<file path="src/rtl/swin_pkg.sv">
package swin_pkg;

    localparam int PIX_W = 16;

    typedef logic [PIX_W-1:0] pix_t;

    // one image column of the window: upper and lower pixel
    typedef struct packed {
        pix_t top;
        pix_t bot;
    } column_t;

    // full 2x2 window as pushed to the datapath
    typedef struct packed {
        pix_t tl;
        pix_t tr;
        pix_t bl;
        pix_t br;
    } window_t;

    // A new column may be requested only when at most one of the three
    // places that can hold a finished column is committed: the lower read
    // returning this cycle, the pending column slot, and a stalled output.
    function automatic logic credit_ok(input logic tail_returning,
                                       input logic slot_held,
                                       input logic out_stalled);
        logic [1:0] used;
        used = 2'(tail_returning) + 2'(slot_held) + 2'(out_stalled);
        return used <= 2'd1;
    endfunction

endpackage

</file>
<file path="src/rtl/swin_fetch.sv">
module swin_fetch import swin_pkg::*; #(
    parameter int DIM_W  = 8,
    parameter int ADDR_W = 16
) (
    input  logic              clk,
    input  logic              rst,
    input  logic              go,
    input  logic [DIM_W-1:0]  w_q,
    input  logic [DIM_W-1:0]  h_q,
    input  logic              credit,
    output logic              mem_req,
    output logic [ADDR_W-1:0] mem_addr,
    output logic              rd_valid,
    output logic              rd_bot,
    output logic [DIM_W-1:0]  rd_x,
    output logic [DIM_W-1:0]  rd_y
);

    logic              busy;
    logic              bot_next;
    logic [DIM_W-1:0]  fx;
    logic [DIM_W-1:0]  fy;
    logic [ADDR_W-1:0] row_base;
    logic              issue_top;
    logic              issue_bot;
    logic              col_end;
    logic              row_end;

    assign issue_top = busy && !bot_next && credit;
    assign issue_bot = bot_next;
    assign col_end   = (fx == w_q - DIM_W'(1));
    assign row_end   = (fy == h_q - DIM_W'(2));

    assign mem_req  = issue_top || issue_bot;
    assign mem_addr = row_base + ADDR_W'(fx) + (bot_next ? ADDR_W'(w_q) : '0);

    always_ff @(posedge clk) begin
        if (rst) begin
            busy     <= 1'b0;
            bot_next <= 1'b0;
            fx       <= '0;
            fy       <= '0;
            row_base <= '0;
            rd_valid <= 1'b0;
            rd_bot   <= 1'b0;
            rd_x     <= '0;
            rd_y     <= '0;
        end else begin
            rd_valid <= mem_req;
            rd_bot   <= issue_bot;
            rd_x     <= fx;
            rd_y     <= fy;
            if (go) begin
                busy     <= 1'b1;
                bot_next <= 1'b0;
                fx       <= '0;
                fy       <= '0;
                row_base <= '0;
            end else if (issue_top) begin
                bot_next <= 1'b1;
            end else if (issue_bot) begin
                bot_next <= 1'b0;
                if (col_end) begin
                    fx <= '0;
                    if (row_end) begin
                        busy <= 1'b0;
                    end else begin
                        fy       <= fy + DIM_W'(1);
                        row_base <= row_base + ADDR_W'(w_q);
                    end
                end else begin
                    fx <= fx + DIM_W'(1);
                end
            end
        end
    end

    // an upper read is always followed by the lower read one row down
    assert_column_pair_R6: assert property (@(posedge clk) disable iff (rst)
        (mem_req && !rd_valid) |=> (mem_req && mem_addr == $past(mem_addr) + ADDR_W'(w_q)));

endmodule

</file>
<file path="src/rtl/swin_colasm.sv">
module swin_colasm import swin_pkg::*; #(
    parameter int DIM_W = 8
) (
    input  logic             clk,
    input  logic             rst,
    input  logic             rd_valid,
    input  logic             rd_bot,
    input  logic [DIM_W-1:0] rd_x,
    input  logic [DIM_W-1:0] rd_y,
    input  pix_t             rd_data,
    input  logic [DIM_W-1:0] x_last,
    input  logic [DIM_W-1:0] y_last,
    input  logic             take,
    output logic             col_full,
    output column_t          col,
    output logic [DIM_W-1:0] col_x,
    output logic [DIM_W-1:0] col_y,
    output logic             col_first,
    output logic             col_last
);

    pix_t top_hold;

    always_ff @(posedge clk) begin
        if (rst) begin
            top_hold  <= '0;
            col_full  <= 1'b0;
            col       <= '0;
            col_x     <= '0;
            col_y     <= '0;
            col_first <= 1'b0;
            col_last  <= 1'b0;
        end else begin
            if (rd_valid && !rd_bot) begin
                top_hold <= rd_data;
            end
            if (rd_valid && rd_bot) begin
                col       <= '{top: top_hold, bot: rd_data};
                col_x     <= rd_x;
                col_y     <= rd_y;
                col_first <= (rd_x == '0);
                col_last  <= (rd_x == x_last) && (rd_y == y_last);
                col_full  <= 1'b1;
            end else if (take) begin
                col_full <= 1'b0;
            end
        end
    end

    // a completed column never lands on an occupied, unreleased slot
    assert_no_overflow_R9: assert property (@(posedge clk) disable iff (rst)
        (rd_valid && rd_bot) |-> (!col_full || take));

endmodule

</file>
<file path="src/rtl/swin_winout.sv">
module swin_winout import swin_pkg::*; #(
    parameter int DIM_W = 8
) (
    input  logic             clk,
    input  logic             rst,
    input  logic             col_full,
    input  column_t          col,
    input  logic [DIM_W-1:0] col_x,
    input  logic [DIM_W-1:0] col_y,
    input  logic             col_first,
    input  logic             col_last,
    output logic             take,
    input  logic             win_ready,
    output logic             win_valid,
    output window_t          win_px,
    output logic [DIM_W-1:0] win_x,
    output logic [DIM_W-1:0] win_y,
    output logic             last_accept
);

    column_t left_col;
    logic    win_last;

    assign take        = col_full && (col_first || !win_valid || win_ready);
    assign last_accept = win_valid && win_ready && win_last;

    always_ff @(posedge clk) begin
        if (rst) begin
            left_col  <= '0;
            win_valid <= 1'b0;
            win_px    <= '0;
            win_x     <= '0;
            win_y     <= '0;
            win_last  <= 1'b0;
        end else begin
            if (win_valid && win_ready) begin
                win_valid <= 1'b0;
            end
            if (take) begin
                left_col <= col;
                if (!col_first) begin
                    win_valid <= 1'b1;
                    win_px    <= '{tl: left_col.top, tr: col.top,
                                   bl: left_col.bot, br: col.bot};
                    win_x     <= col_x - DIM_W'(1);
                    win_y     <= col_y;
                    win_last  <= col_last;
                end
            end
        end
    end

    // a held window keeps its pixels, position and strobe
    assert_hold_stable_R8: assert property (@(posedge clk) disable iff (rst)
        (win_valid && !win_ready) |=> (win_valid && $stable(win_px) && $stable(win_x) && $stable(win_y)));

endmodule

</file>
<file path="src/rtl/swin_reuse_buf.sv">
module swin_reuse_buf import swin_pkg::*; #(
    parameter int DIM_W  = 8,
    parameter int ADDR_W = 16
) (
    input  logic              clk,
    input  logic              rst,
    input  logic              start,
    input  logic [DIM_W-1:0]  img_w,
    input  logic [DIM_W-1:0]  img_h,
    output logic              mem_req,
    output logic [ADDR_W-1:0] mem_addr,
    input  logic [PIX_W-1:0]  mem_rdata,
    output logic              win_valid,
    input  logic              win_ready,
    output logic [PIX_W-1:0]  win_tl,
    output logic [PIX_W-1:0]  win_tr,
    output logic [PIX_W-1:0]  win_bl,
    output logic [PIX_W-1:0]  win_br,
    output logic [DIM_W-1:0]  win_x,
    output logic [DIM_W-1:0]  win_y,
    output logic              done
);

    logic             running;
    logic             go;
    logic [DIM_W-1:0] w_q;
    logic [DIM_W-1:0] h_q;
    logic             credit;
    logic             rd_valid;
    logic             rd_bot;
    logic [DIM_W-1:0] rd_x;
    logic [DIM_W-1:0] rd_y;
    logic             take;
    logic             col_full;
    column_t          col;
    logic [DIM_W-1:0] col_x;
    logic [DIM_W-1:0] col_y;
    logic             col_first;
    logic             col_last;
    window_t          win_px;
    logic             last_accept;

    assign go     = start && !running;
    assign credit = credit_ok(rd_valid && rd_bot, col_full, win_valid && !win_ready);

    always_ff @(posedge clk) begin
        if (rst) begin
            running <= 1'b0;
            done    <= 1'b0;
            w_q     <= DIM_W'(2);
            h_q     <= DIM_W'(2);
        end else if (go) begin
            running <= 1'b1;
            done    <= 1'b0;
            w_q     <= img_w;
            h_q     <= img_h;
        end else if (last_accept) begin
            running <= 1'b0;
            done    <= 1'b1;
        end
    end

    swin_fetch #(.DIM_W(DIM_W), .ADDR_W(ADDR_W)) u_fetch (
        .clk      (clk),
        .rst      (rst),
        .go       (go),
        .w_q      (w_q),
        .h_q      (h_q),
        .credit   (credit),
        .mem_req  (mem_req),
        .mem_addr (mem_addr),
        .rd_valid (rd_valid),
        .rd_bot   (rd_bot),
        .rd_x     (rd_x),
        .rd_y     (rd_y)
    );

    swin_colasm #(.DIM_W(DIM_W)) u_colasm (
        .clk       (clk),
        .rst       (rst),
        .rd_valid  (rd_valid),
        .rd_bot    (rd_bot),
        .rd_x      (rd_x),
        .rd_y      (rd_y),
        .rd_data   (mem_rdata),
        .x_last    (w_q - DIM_W'(1)),
        .y_last    (h_q - DIM_W'(2)),
        .take      (take),
        .col_full  (col_full),
        .col       (col),
        .col_x     (col_x),
        .col_y     (col_y),
        .col_first (col_first),
        .col_last  (col_last)
    );

    swin_winout #(.DIM_W(DIM_W)) u_winout (
        .clk         (clk),
        .rst         (rst),
        .col_full    (col_full),
        .col         (col),
        .col_x       (col_x),
        .col_y       (col_y),
        .col_first   (col_first),
        .col_last    (col_last),
        .take        (take),
        .win_ready   (win_ready),
        .win_valid   (win_valid),
        .win_px      (win_px),
        .win_x       (win_x),
        .win_y       (win_y),
        .last_accept (last_accept)
    );

    assign win_tl = win_px.tl;
    assign win_tr = win_px.tr;
    assign win_bl = win_px.bl;
    assign win_br = win_px.br;

    // the memory port is quiet whenever no frame is running
    assert_idle_quiet_R10: assert property (@(posedge clk) disable iff (rst)
        !running |-> !mem_req);

    // done only rises right after an accepted window
    assert_done_after_accept_R10: assert property (@(posedge clk) disable iff (rst)
        $rose(done) |-> $past(win_valid && win_ready));

    // every address lies inside the image
    assert_addr_range_R2: assert property (@(posedge clk) disable iff (rst)
        mem_req |-> (32'(mem_addr) < 32'(w_q) * 32'(h_q)));

    // presented coordinates stay inside the window grid
    assert_coord_range_R3: assert property (@(posedge clk) disable iff (rst)
        win_valid |-> (win_x <= w_q - DIM_W'(2) && win_y <= h_q - DIM_W'(2)));

endmodule

</file>
<file path="config.mk">
export PLATFORM = sky130hd
export DESIGN_NAME = swin_reuse_buf
export DESIGN_NICKNAME = d
export VERILOG_FILES = /design/src/rtl/swin_pkg.sv /design/src/rtl/swin_fetch.sv /design/src/rtl/swin_colasm.sv /design/src/rtl/swin_winout.sv /design/src/rtl/swin_reuse_buf.sv
export SDC_FILE = /design/constraint.sdc
export NUM_CORES = 1
export LEC_CHECK = 0
export ABC_CLOCK_PERIOD_IN_PS = 4520
export BUFFER_PORTS_ARGS = -buffer_cell sky130_fd_sc_hd__buf_2
export CORE_MARGIN = 10
export CORE_UTILIZATION = 40
export CTS_CLUSTER_SIZE = 24
export DETAILED_ROUTE_END_ITERATION = 12
export REMOVE_ABC_BUFFERS = 1
export SYNTH_ARGS = -nofsm -noshare
export SYNTH_HDL_FRONTEND = slang
export SYNTH_HIERARCHICAL = 1
export SYNTH_SLANG_ARGS = --single-unit
</file>
<file path="constraint.sdc">
create_clock -name clk -period 4.52 [get_ports clk]
set_input_delay 0.678 -clock clk [delete_from_list [all_inputs] [get_ports clk]]
set_output_delay 0.678 -clock clk [all_outputs]
set_load 0.02 [all_outputs]
</file>
---- Yosys cells after proc, flatten, opt, wreduce, memory -nomap -nowiden ----
Index checks and enable logic that the tools add are counted.
word-level totals
  register bits after elaboration ......... 251
  input port bits ......................... 36
  output and inout bits ................... 99
  word-level logic and storage cells ...... 94
operators by class
  $add $sub $neg .......................... 10
  magnitude comparators ................... 1
  equal/unequal tests ..................... 5
  multiplexer cells ....................... 15
  bitwise gates (word level) .............. 3
  reduce and logical (&&, ||, !) cells .... 29
operators with widths
  cell                 number
  $add 16x8->16        2
  $eq 8x8->1           4
  $add 16x16->16       1
  $add 8x1->8 const B  2
  $mux 8               2
  $sub 8x1->8 const B  2
  $mux 1               13
  $logic_and 1x1->1    10
  $reduce_bool 2->1    5
  $logic_not 8->1      1
  $reduce_and 4->1     2
  $sub 8x2->8 const B  1
  $logic_not 1->1      5
  $reduce_and 2->1     2
  $logic_or 1x1->1     3
  $not 1->1            3
  $add 1x1->2          1
  $add 2x1->2          1
  $le 2x1->1 const B   1
  $ne 2x2->1 const B   1
  $reduce_or 2->1      1

---- Longest topological paths before layout ----
Gate-level depths: netlist (run 1).
  depth in word-level cells ............... 7
  depth in mapped cells ................... 12
  depth with buffers taken out ............ 11

---- By module ----
The synthesis (run 1) kept the hierarchy.
modules (own cells, without submodules)
  module          times used  cells an instance  area each (µm²)  seq. area each (µm²)
  swin_winout     1           534                4381.7           2282.2
  swin_fetch      1           410                3537.1           1041.0
  swin_colasm     1           317                2547.4           1341.3
  swin_reuse_buf  1           113                880.8            360.3

---- Least setup slack after synthesis (run 1) ----
Ideal clock, no wire load.
  kind .................................... register to output
  start ................................... register w_q[1]
  end ..................................... output mem_addr[13]
  data arrival time ....................... 3.464 ns
  data required time ...................... 3.842 ns
  path slack .............................. 0.378 ns
  stages on the path, launching flop included .. 12
  path buffers ............................ 0
  cells stage by stage .................... dfxtp_1 > inv_1 > nor2_1 > fa_1 > ha_1 > fa_1 > a21o_1 > a21oi_1 > o21bai_1 > a2111oi_0 > nor4_1 > xor2_1
on the way
  cells in the longest elaborated chain, start to end .. 2
ends and longest elaborated chain
  element                 RTL line              RTL
  from (decl)             swin_reuse_buf.sv:26  logic [DIM_W-1:0] w_q;
  from (signal assigned)  swin_reuse_buf.sv:55  w_q <= img_w;
  $mux 8                  swin_fetch.sv:35      assign mem_addr = row_base + ADDR_W'(fx) + (bot_next ? ADDR_W'(w_q) : '0);
  $add 16x16->16          swin_fetch.sv:35
  to (decl)               swin_reuse_buf.sv:11  output logic [ADDR_W-1:0] mem_addr,
No other way between the ends.

---- Final worst setup path (run 1) ----
Same ends and word-level chain as after synthesis.

==> out/metrics.yaml, run 1 <==
run_status:
  status: "complete, no violations"
grt:
  grt_pass1_wl_um: 49910
  grt_max_degree: 105
  grt_overflow_total: 0
  antenna_found_initial: 1
  grt_pass1_vias: 9489
  track_usage_pct: 16.42
yosys:
  async_reset_ff_share_pct: 0
  yosysSeqAreaShare_pct: 44.28
  synthCells: 1374
  synth_area_leader_cell: "dfxtp_1"
  netlist.area_leader.share_pct: 44.28
  synth.avg_cell_area_um2: 8.258
  ys_seq_elements: 251
  syn_area_um2: 11350
  synth_area_leaders: "dfxtp_1 (44%), a21oi_1 (9.5%), nand2_1 (6.1%), o21ai_0 (5.6%), nand3_1 (5.5%)"
  synth_ff_type: "dfxtp_1"
  yosys_warnings: 6
  synth-edff-count: 0
  synth_cell_types: 68
detailed_routing:
  remaining_drc_errors: 0
  ant_nets: 0
  drtIter0Drc: 660
  routed_wl_um: 30740
  via_per_inst: 5.342
  wl_per_cell_um: 16.65
  drt_pass1_iterations: 5
  via_count: 9866
place:
  place_congestion: 0.8575
  dp_hpwl_um: 19770
  portBuffers: 134
floorplan:
  rows: 61
  core_um2: 27860
  start_util_pct: 40.73
  die_h_um: 188.4
  dieArea_um2: 35500
  die_x_um: 188.4
  ioPinCount: 135
layout:
  multiInputGateArea_um2: 5784
  syn_to_final_growth_pct: 15.60
  layout_common_cells: "dfxtp_1 (249), a21oi_1 (215), nand2_1 (184)"
  fill_cells: 2789
  seqCellArea_um2: 5030
  final_layout_size_suffix_gt1_share_pct: 16.08
  layout_commonest_cell: "dfxtp_1"
  finalNetCount: 1518
sta:
  tightest_slew_ns: 1.170
  drv_slew: 0
  timing.final.crit_share_pct: 95.83
  slew_headroom_pct: 21.84
  fin_crit_ns: 4.332
  setup_viol: 0
  max_freq_mhz: 230.9
  hold_ws_ns: 0.3631
  worst_clock_skew_ns: 0.01588
  hold_viol: 0
  rsz0062_at_grt: "yes"
power_and_ir_drop:
  pwr-share-comb_pct: 6.2
  fin_total_pwr_w: 0.004730
  netSwitchingFraction_pct: 23.78
  cell_internal_pwr_w: 0.003605
  netSwitchingPower_w: 0.001125
  clkPwrFrac_pct: 45.8
  vdd_drop_max_mv: 0.2774
  seqPwrFrac_pct: 47.9
  leakage_nw: 5.112
  power_density_nw_per_um2: 360.6
clocking:
  clockBufferDepth: 3
  cts_root_buffer: "clkbuf_16"
  tritoncts: "yes"
  clock_latency_ns: 0.53
  cts_max_level: 1
  cts_buffers: 28
  path_clk_slew_ns: 0.06
  cts.sinks: 251
worst_setup_path:
  worst-setup-path-type: "reg2out"
  path_max_fanout: 8
  cp.required_ns: 3.84
  arrival_ns: 3.65
  critPathLaunchType: "register"
  endpoint_kind: "output pin"
job:
  drv_cap: 0
hold_path:
  hp-class: "in2reg"
## worst paths after layout
path / startpoint / to / slack (ns) / cells past startpoint
worst min-delay path: img_h[1] / h_q[1]$_SDFFE_PP1P_ / 0.36 / 2
worst min register to register: u_colasm/top_hold[4]$_SDFFE_PP0P_ / u_colasm/col[20]$_SDFFE_PP0P_ / 0.45 / 2
worst max register to register: w_q[0]$_SDFFE_PP0P_ / u_fetch/row_base[10]$_SDFFE_PP0P_ / 1.19 / 9
worst max-delay path: w_q[1]$_SDFFE_PP1P_ / mem_addr[13] / 0.19 / 13
## flip-flops by register name, indices dropped and copies added (netlist names), 16 cells and up
name / count
u_winout/win_px: 64
u_colasm/col: 32
u_winout/left_col: 32
u_colasm/top_hold: 16
u_fetch/row_base: 16
## timing repair
item                       in CTS  in global routing
pin swaps                       0                  1
resized for setup               5                  5
setup endpoints to repair       8                  6
setup buffers                   0                  1
hold buffers                    0                  0
## cells by family (layout without fill, tap and decap cells)
kind of cell | Yosys count | count (layout) | share of synthesized area, %
XOR/XNOR | 64 | 64 | 5.061
multiplexers | 6 | 6 | 0.5293
buffers and inverters | 136 | 230 | 5.138
other | 0 | 1 | 0
flip-flops | 251 | 251 | 44.28
AND/OR/NAND/NOR | 475 | 475 | 20.41
AO/OA/AOI/OAI | 408 | 408 | 20.17
adder cells (fa/ha/maj) | 34 | 34 | 4.411
## synth_stat cells (all sizes together) (7+ instances only)
cell type / number
a21o: 7
a21oi: 226
and2: 8
buf: 35
clkbuf: 73
dfxtp: 251
fa: 10
ha: 24
inv: 28
nand2: 185
nand2b: 11
nand3: 125
nand4: 14
nor2: 38
nor2b: 21
nor3: 12
nor4: 14
o21ai: 128
o31ai: 9
or3: 18
or4: 9
xnor2: 20
xor2: 43
## worst max-delay path, cell delays in order, from the launching register on
cell and delay, ns:
dfxtp_4 0.40, inv_1 0.10, nor2_1 0.12, fa_1 0.44, ha_1 0.26, fa_1 0.41, a21o_1 0.20, a21oi_2 0.14
o21bai_1 0.11, a2111oi_2 0.36, buf_4 0.19, nor4_1 0.06, xor2_1 0.16, buf_4 0.18
## final cells by class
cell class,instances,share of cell area [%]
diodes,1,0.01908
clock buffers,39,6.276
clock inverters,11,0.5341
inverters,28,0.8012
multi-input cells,987,44.10
flip-flops and latches,251,38.34
well taps,378,3.605
repair buffers,152,6.324
## layer usage
layer / global-route usage, % / wire, µm / up-vias / share of wire (%)
met5: 0 / 0 / - / 0
li1: - / - / 4959 / -
met1: 21.39 / 14280 / 4639 / 46
met2: 27.74 / 14230 / 232 / 46
met4: 3.205 / 403 / 0 / 1.3
met3: 3.157 / 1830 / 36 / 6.0
## power groups by stage
| stage | Sequential, W | Clock, W | Combinational (W) |
|---|---|---|---|
| after floorplan | 0.00231 | 0 | 0.000172 |
| after global placement | 0.00231 | 0 | 0.000294 |
| after detailed placement | 0.00231 | 0 | 0.000295 |
| after CTS | 0.00227 | 0.00223 | 0.000297 |
| after global routing | 0.00227 | 0.00234 | 0.000326 |
| final | 0.00227 | 0.00217 | 0.000295 |
## through the flow
stage / instance area [µm²] / util [%] / setup TNS (ns) / std cells / setup WS [ns]
final: 13120 / 47.09 / 0 / 1847 / 0.1883
after global routing: 13120 / 47.08 / -0.03249 / 1846 / -0.01699
after detailed placement: 12190 / 43.75 / 0 / 1795 / 0.3833
after global placement: 12190 / 43.75 / 0 / 1795 / 0.4847
after CTS: 13090 / 46.99 / 0 / 1845 / 0.01153
after floorplan: 10870 / - / 0 / 1266 / 0.2480
Power figures use the tool's default switching activity.
==> inputs of run 2 (changes only) <==
Settings changed: CORE_ASPECT_RATIO set to 1.25, REMOVE_ABC_BUFFERS 1 to unset, SKIP_CTS_REPAIR_TIMING set to 1.
==> out/metrics.yaml, run 2 (synthesized netlist as in run 1, its figures left out) <==
layout:
  largest_register: "u_winout/win_px"  # unchanged
  finalNetCount: 1520  # was 1518
  largestRegisters: "u_winout/win_px: 64 flops, u_colasm/col: 32 flops, u_winout/left_col: 32 flops"  # unchanged
  fill_cells: 2835  # was 2789
  largest_reg_flops: 64  # unchanged
  multiInputGateArea_um2: 5771  # was 5784 µm²
  stdcell_count: 1819  # was 1847
  finalInstanceArea_um2: 13100  # was 13120 µm²
  seqCellArea_um2: 5026  # was 5030 µm²
  final_layout_size_suffix_gt1_share_pct: 15.55  # was 16.08%
  layout_common_cells: "dfxtp_1 (250), a21oi_1 (215), nand2_1 (185)"  # was dfxtp_1 (249), a21oi_1 (215), nand2_1 (184)
  syn_to_final_growth_pct: 15.40  # was 15.60%
  layout_commonest_cell: "dfxtp_1"  # unchanged
  utilization_pct: 47.07  # was 47.09%
yosys:
  syn_nets: 1444
grt:
  grt_overflow_total: 0  # unchanged
  globalRouteMet1Util_pct: 21.50  # was 21.39%
  antenna_found_initial: 2  # was 1
  track_usage_pct: 17.84  # was 16.42%
  grt_pass1_wl_um: 52660  # was 49910 µm
  grt_busiest_layer: "met2"  # unchanged
  grt_pass1_vias: 9687  # was 9489
  grt_use_met3_pct: 2.690  # was 3.157%
  grt_max_degree: 143  # was 105
  use_met2_pct: 31.73  # was 27.74%
sta:
  worst_clock_skew_ns: 0.01303  # was 0.01588 ns
  setup_viol: 0  # unchanged
  slew_headroom_pct: 28.65  # was 21.84%
  tightest_slew_ns: 1.068  # was 1.170 ns
  hold_viol: 0  # unchanged
  drv_slew: 0  # unchanged
  max_freq_mhz: 231.5  # was 230.9 MHz
  fin_crit_ns: 4.320  # was 4.332 ns
  timing.final.crit_share_pct: 95.58  # was 95.83%
  final.setup.worst_slack_ns: 0.1997  # was 0.1883 ns
floorplan:
  core_um2: 27820  # was 27860 µm²
  die_x_um: 170.6  # was 188.4 µm
  die_h_um: 208.3  # was 188.4 µm
  rows: 68  # was 61
  ioPinCount: 135  # unchanged
  start_util_pct: 40.79  # was 40.73%
  dieArea_um2: 35550  # was 35500 µm²
power_and_ir_drop:
  vdd_drop_max_mv: 0.2643  # was 0.2774 mV
  fin_total_pwr_w: 0.004834  # was 0.004730 W
  power_density_nw_per_um2: 369.1  # was 360.6 nW/µm²
  leakage_nw: 5.125  # was 5.112 nW
worst_setup_path:
  critPathLaunchType: "register"  # unchanged
  path_buf_inv: 3  # unchanged
  cp.required_ns: 3.84  # about the same
  slowest_stage: "fa_1"  # unchanged
  crit_chain: "inv_1, nor2_1, fa_1, ha_1, fa_1, a21o_1, a21oi_2, o21bai_1, a2111oi_1, buf_4, nor4_1, xor2_1, buf_2"  # was inv_1, nor2_1, fa_1, ha_1, fa_1, a21o_1, a21oi_2, o21bai_1, a2111oi_2, buf_4, nor4_1, xor2_1, buf_4
  regToRegSetupSlack_ns: 1.52  # was 1.19 ns
  endpoint_kind: "output pin"  # unchanged
  cp_slowest_stage_delay_ns: 0.42  # was 0.44 ns
  crit_path_frequent_cell: "fa_1"
  path_max_fanout: 7  # was 8
  path_delay_family: "adder cells"  # unchanged
  arrival_ns: 3.64  # was 3.65 ns
  worst-setup-path-type: "reg2out"  # unchanged
clocking:
  cts_max_level: 1  # unchanged
  path_clk_slew_ns: 0.06  # about the same
  clock_latency_ns: 0.53  # about the same
  cts_buffers: 27  # was 28
  clockBufferDepth: 3  # unchanged
  tritoncts: "yes"  # unchanged
  cts.sinks: 251  # unchanged
  cts_root_buffer: "clkbuf_16"  # unchanged
place:
  dp_hpwl_um: 22290  # was 19770 µm
  pre_cts_ws_ns: 0.5709  # was 0.3833 ns
  place_congestion: 0.8610  # was 0.8575
  portBuffers: 134  # unchanged
  placed_cells: 1771  # was 1795
  dpl-instance-area_um2: 12180  # was 12190 µm²
run_status:
  status: "complete, no violations"  # unchanged
detailed_routing:
  wl_per_cell_um: 18.01  # was 16.65 µm
  via_count: 9973  # was 9866
  remaining_drc_errors: 0  # unchanged
  drt_pass1_iterations: 5  # unchanged
  routed_wl_um: 32760  # was 30740 µm
  drtIter0Drc: 735  # was 660
  ant_nets: 0  # unchanged
  via_per_inst: 5.483  # was 5.342
hold_path:
  hp-class: "in2reg"  # unchanged
job:
  drv_cap: 0  # unchanged
## run 2: cell count changes in the layout (fill, tap and decap cells not counted), moves of 2 or more
cell,delta
clkbuf_8,-2
a2111oi_1,+2
bufinv_16,+4
a2111oi_2,-2
diode_2,+2
clkbuf_16,-2
clkinvlp_4,-2
buf_2,+2
clkinv_2,-3
## run 2: final timing paths
kind	start	endpoint	cells past startpoint
max	u_fetch/bot_next$_SDFF_PP0_	mem_addr[13]	13
max reg2reg	w_q[0]$_SDFFE_PP0P_	u_fetch/fy[0]$_SDFFE_PP0P_	10
min reg2reg	u_colasm/top_hold[9]$_SDFFE_PP0P_	u_colasm/col[25]$_SDFFE_PP0P_	2
min	img_h[1]	h_q[1]$_SDFFE_PP1P_	2
## run 2: report_power, final
| part | internal, W | switching (W) | total [W] |
|---|---|---|---|
| registers | 0.00223 | 0.0000280 | 0.00226 |
| clock network | 0.00138 | 0.000884 | 0.00227 |
| logic | 0.000105 | 0.000201 | 0.000306 |
## run 2: per-layer routing
layer  wire (µm)  part of all wire, %  vias up
met2       16650                   51      205
met4         778                  2.4        0
met5           0                    0        -
li1            -                    -     4952
met3        1596                  4.9       49
met1       13740                   42     4767
## run 2: cell type report
class | instances | share of cell area (%)
multi-input combinational | 987 | 44.07
clock buffer | 36 | 5.723
tap | 350 | 3.344
sequential | 251 | 38.38
clock inverter | 9 | 1.156
antenna | 3 | 0.05733
timing repair buffer | 155 | 6.469
inverter | 28 | 0.8026
## run 2: stage by stage
stage               hold slack (ns)  setup TNS (ns)
global route                 0.3526        -0.09634
CTS                          0.3507               0
global placement             0.4438               0
detailed placement           0.4457               0
finish                       0.3657               0
floorplan                    0.4321               0
==> inputs of run 3 (changes only) <==
Settings changed: MAX_ROUTING_LAYER set to met4, PLACE_DENSITY set to 0.57.
==> out/metrics.yaml, run 3 (synthesized netlist as in run 1, its figures left out) <==
clocking:
  cts.sinks: 251  # unchanged
  clock_latency_ns: 0.53  # about the same
  cts_root_buffer: "clkbuf_16"  # unchanged
  tritoncts: "yes"  # unchanged
  path_clk_slew_ns: 0.07  # was 0.06 ns
  clockBufferDepth: 3  # unchanged
  cts_buffers: 26  # was 27
  cts_max_level: 1  # unchanged
power_and_ir_drop:
  netSwitchingFraction_pct: 23.12  # was 23.02%
  seqPwrFrac_pct: 47.5  # was 46.8%
  cell_internal_pwr_w: 0.003662  # was 0.003721 W
  leakage_nw: 5.123  # was 5.125 nW
  fin_total_pwr_w: 0.004763  # was 0.004834 W
  clkPwrFrac_pct: 46.1  # was 46.9%
  vdd_drop_max_mv: 0.2150  # was 0.2643 mV
  pwr-share-comb_pct: 6.4  # was 6.3%
  power_density_nw_per_um2: 364.4  # was 369.1 nW/µm²
  netSwitchingPower_w: 0.001101  # was 0.001113 W
layout:
  stdcell_count: 1819  # unchanged
  syn_to_final_growth_pct: 15.18  # was 15.40%
  largest_reg_flops: 64  # unchanged
  finalNetCount: 1520  # unchanged
  layout_commonest_cell: "dfxtp_1"  # unchanged
  layout_common_cells: "dfxtp_1 (251), a21oi_1 (215), nand2_1 (185)"  # was dfxtp_1 (250), a21oi_1 (215), nand2_1 (185)
  largestRegisters: "u_winout/win_px: 64 flops, u_colasm/col: 32 flops, u_winout/left_col: 32 flops"  # unchanged
  final_layout_size_suffix_gt1_share_pct: 15.80  # was 15.55%
  finalInstanceArea_um2: 13070  # was 13100 µm²
  largest_register: "u_winout/win_px"  # unchanged
grt:
  track_usage_pct: 18.33  # was 17.84%
  grt_max_degree: 101  # was 143
  grt_overflow_total: 0  # unchanged
  grt_pass1_wl_um: 52380  # was 52660 µm
  grt_pass1_vias: 9731  # was 9687
  antenna_found_initial: 1  # was 2
worst_setup_path:
  endpoint_kind: "output pin"  # unchanged
  path_max_fanout: 8  # was 7
  crit_chain: "inv_2, nor2_1, fa_1, ha_1, fa_1, a21o_1, a21oi_2, o21bai_1, a2111oi_2, buf_4, nor3_1, xor2_1, buf_2"  # was inv_1, nor2_1, fa_1, ha_1, fa_1, a21o_1, a21oi_2, o21bai_1, a2111oi_1, buf_4, nor4_1, xor2_1, buf_2
  slowest_stage: "fa_1"  # unchanged
  cp.required_ns: 3.84  # about the same
  crit_path_frequent_cell: "fa_1"  # unchanged
  path_buf_inv: 3  # unchanged
  worst-setup-path-type: "reg2out"  # unchanged
  cp_slowest_stage_delay_ns: 0.43  # was 0.42 ns
  arrival_ns: 3.61  # was 3.64 ns
  critPathLaunchType: "register"  # unchanged
  path_delay_family: "adder cells"  # unchanged
  regToRegSetupSlack_ns: 1.70  # was 1.52 ns
floorplan:
  start_util_pct: 40.79  # unchanged
  die_x_um: 170.6  # unchanged
  ioPinCount: 135  # unchanged
  core_um2: 27820  # unchanged
  rows: 68  # unchanged
  die_h_um: 208.3  # unchanged
  dieArea_um2: 35550  # unchanged
detailed_routing:
  routed_wl_um: 32930  # was 32760 µm
  via_per_inst: 5.493  # was 5.483
  remaining_drc_errors: 0  # unchanged
  drtIter0Drc: 699  # was 735
  via_count: 9991  # was 9973
  ant_nets: 0  # unchanged
  wl_per_cell_um: 18.10  # was 18.01 µm
  drt_pass1_iterations: 5  # unchanged
sta:
  worst_clock_skew_ns: 0.008636  # was 0.01303 ns
  tightest_slew_ns: 1.149  # was 1.068 ns
  drv_slew: 0  # unchanged
  setup_viol: 0  # unchanged
  fin_crit_ns: 4.290  # was 4.320 ns
  hold_viol: 0  # unchanged
  timing.final.crit_share_pct: 94.91  # was 95.58%
  rsz0062_at_grt: "no"
  final.setup.worst_slack_ns: 0.2300  # was 0.1997 ns
  max_freq_mhz: 233.1  # was 231.5 MHz
  slew_headroom_pct: 23.25  # was 28.65%
  hold_ws_ns: 0.3666  # was 0.3657 ns
job:
  drv_cap: 0  # unchanged
place:
  place_congestion: 0.8477  # was 0.8610
  dp_hpwl_um: 22780  # was 22290 µm
  dpl-instance-area_um2: 12170  # was 12180 µm²
  pre_cts_ws_ns: 0.4793  # was 0.5709 ns
  portBuffers: 134  # unchanged
  placed_cells: 1772  # was 1771
run_status:
  status: "complete, no violations"  # unchanged
yosys:
  syn_nets: 1444  # unchanged
hold_path:
  hp-class: "in2reg"  # unchanged
[run 3: changes by cell type in the layout (fill, tap and decap cells not counted), sizes merged]
cell,change
bufinv,-1
buf,+1
diode,-2
clkinv,+2
[run 3: path summary, 6_finish.rpt]
path,start,end,depth (start not counted)
worst max register to register,w_q[0]$_SDFFE_PP0P_,u_fetch/row_base[8]$_SDFFE_PP0P_,10
worst max-delay path,u_fetch/bot_next$_SDFF_PP0_,mem_addr[15],13
worst min register to register,u_colasm/top_hold[4]$_SDFFE_PP0P_,u_colasm/col[20]$_SDFFE_PP0P_,2
worst min-delay path,img_h[1],h_q[1]$_SDFFE_PP1P_,2
[run 3: per-stage QoR]
| step | utilization [%] | TNS (ns) |
|---|---|---|
| finish | 46.98 | 0 |
| global route | 46.98 | 0 |
| CTS | 46.91 | -0.2967 |
| detailed placement | 43.76 | 0 |
| global placement | 43.76 | 0 |
| floorplan | - | 0 |
[run 3: layout make-up]
type	instances	area [µm²]
sequential	251	5025
multi-input combinational	987	5781
clock inverter	10	127.6
inverter	28	105.1
tap	350	437.9
antenna	1	2.502
timing repair buffer	156	842.1
fill	2824	14750
clock buffer	36	749.5
[run 3: power by group through the flow]
stage	clock, W	combinational (W)	sequential (W)
6_report	0.00220	0.000305	0.00226
3_5_place_dp	0	0.000305	0.00231
3_3_place_gp	0	0.000304	0.00231
2_1_floorplan	0	0.000219	0.00231
4_1_cts	0.00225	0.000307	0.00226
5_1_grt	0.00234	0.000336	0.00226
[run 3: per-layer routing]
metal | vias to the layer above | GRT usage (%) | share of wire (%)
li1 | 4958 | - | -
met1 | 4779 | 20.98 | 42
met2 | 215 | 32.28 | 52
met3 | 39 | 2.804 | 4.6
met4 | 0 | 5.045 | 2.0
met5 | - | - | 0
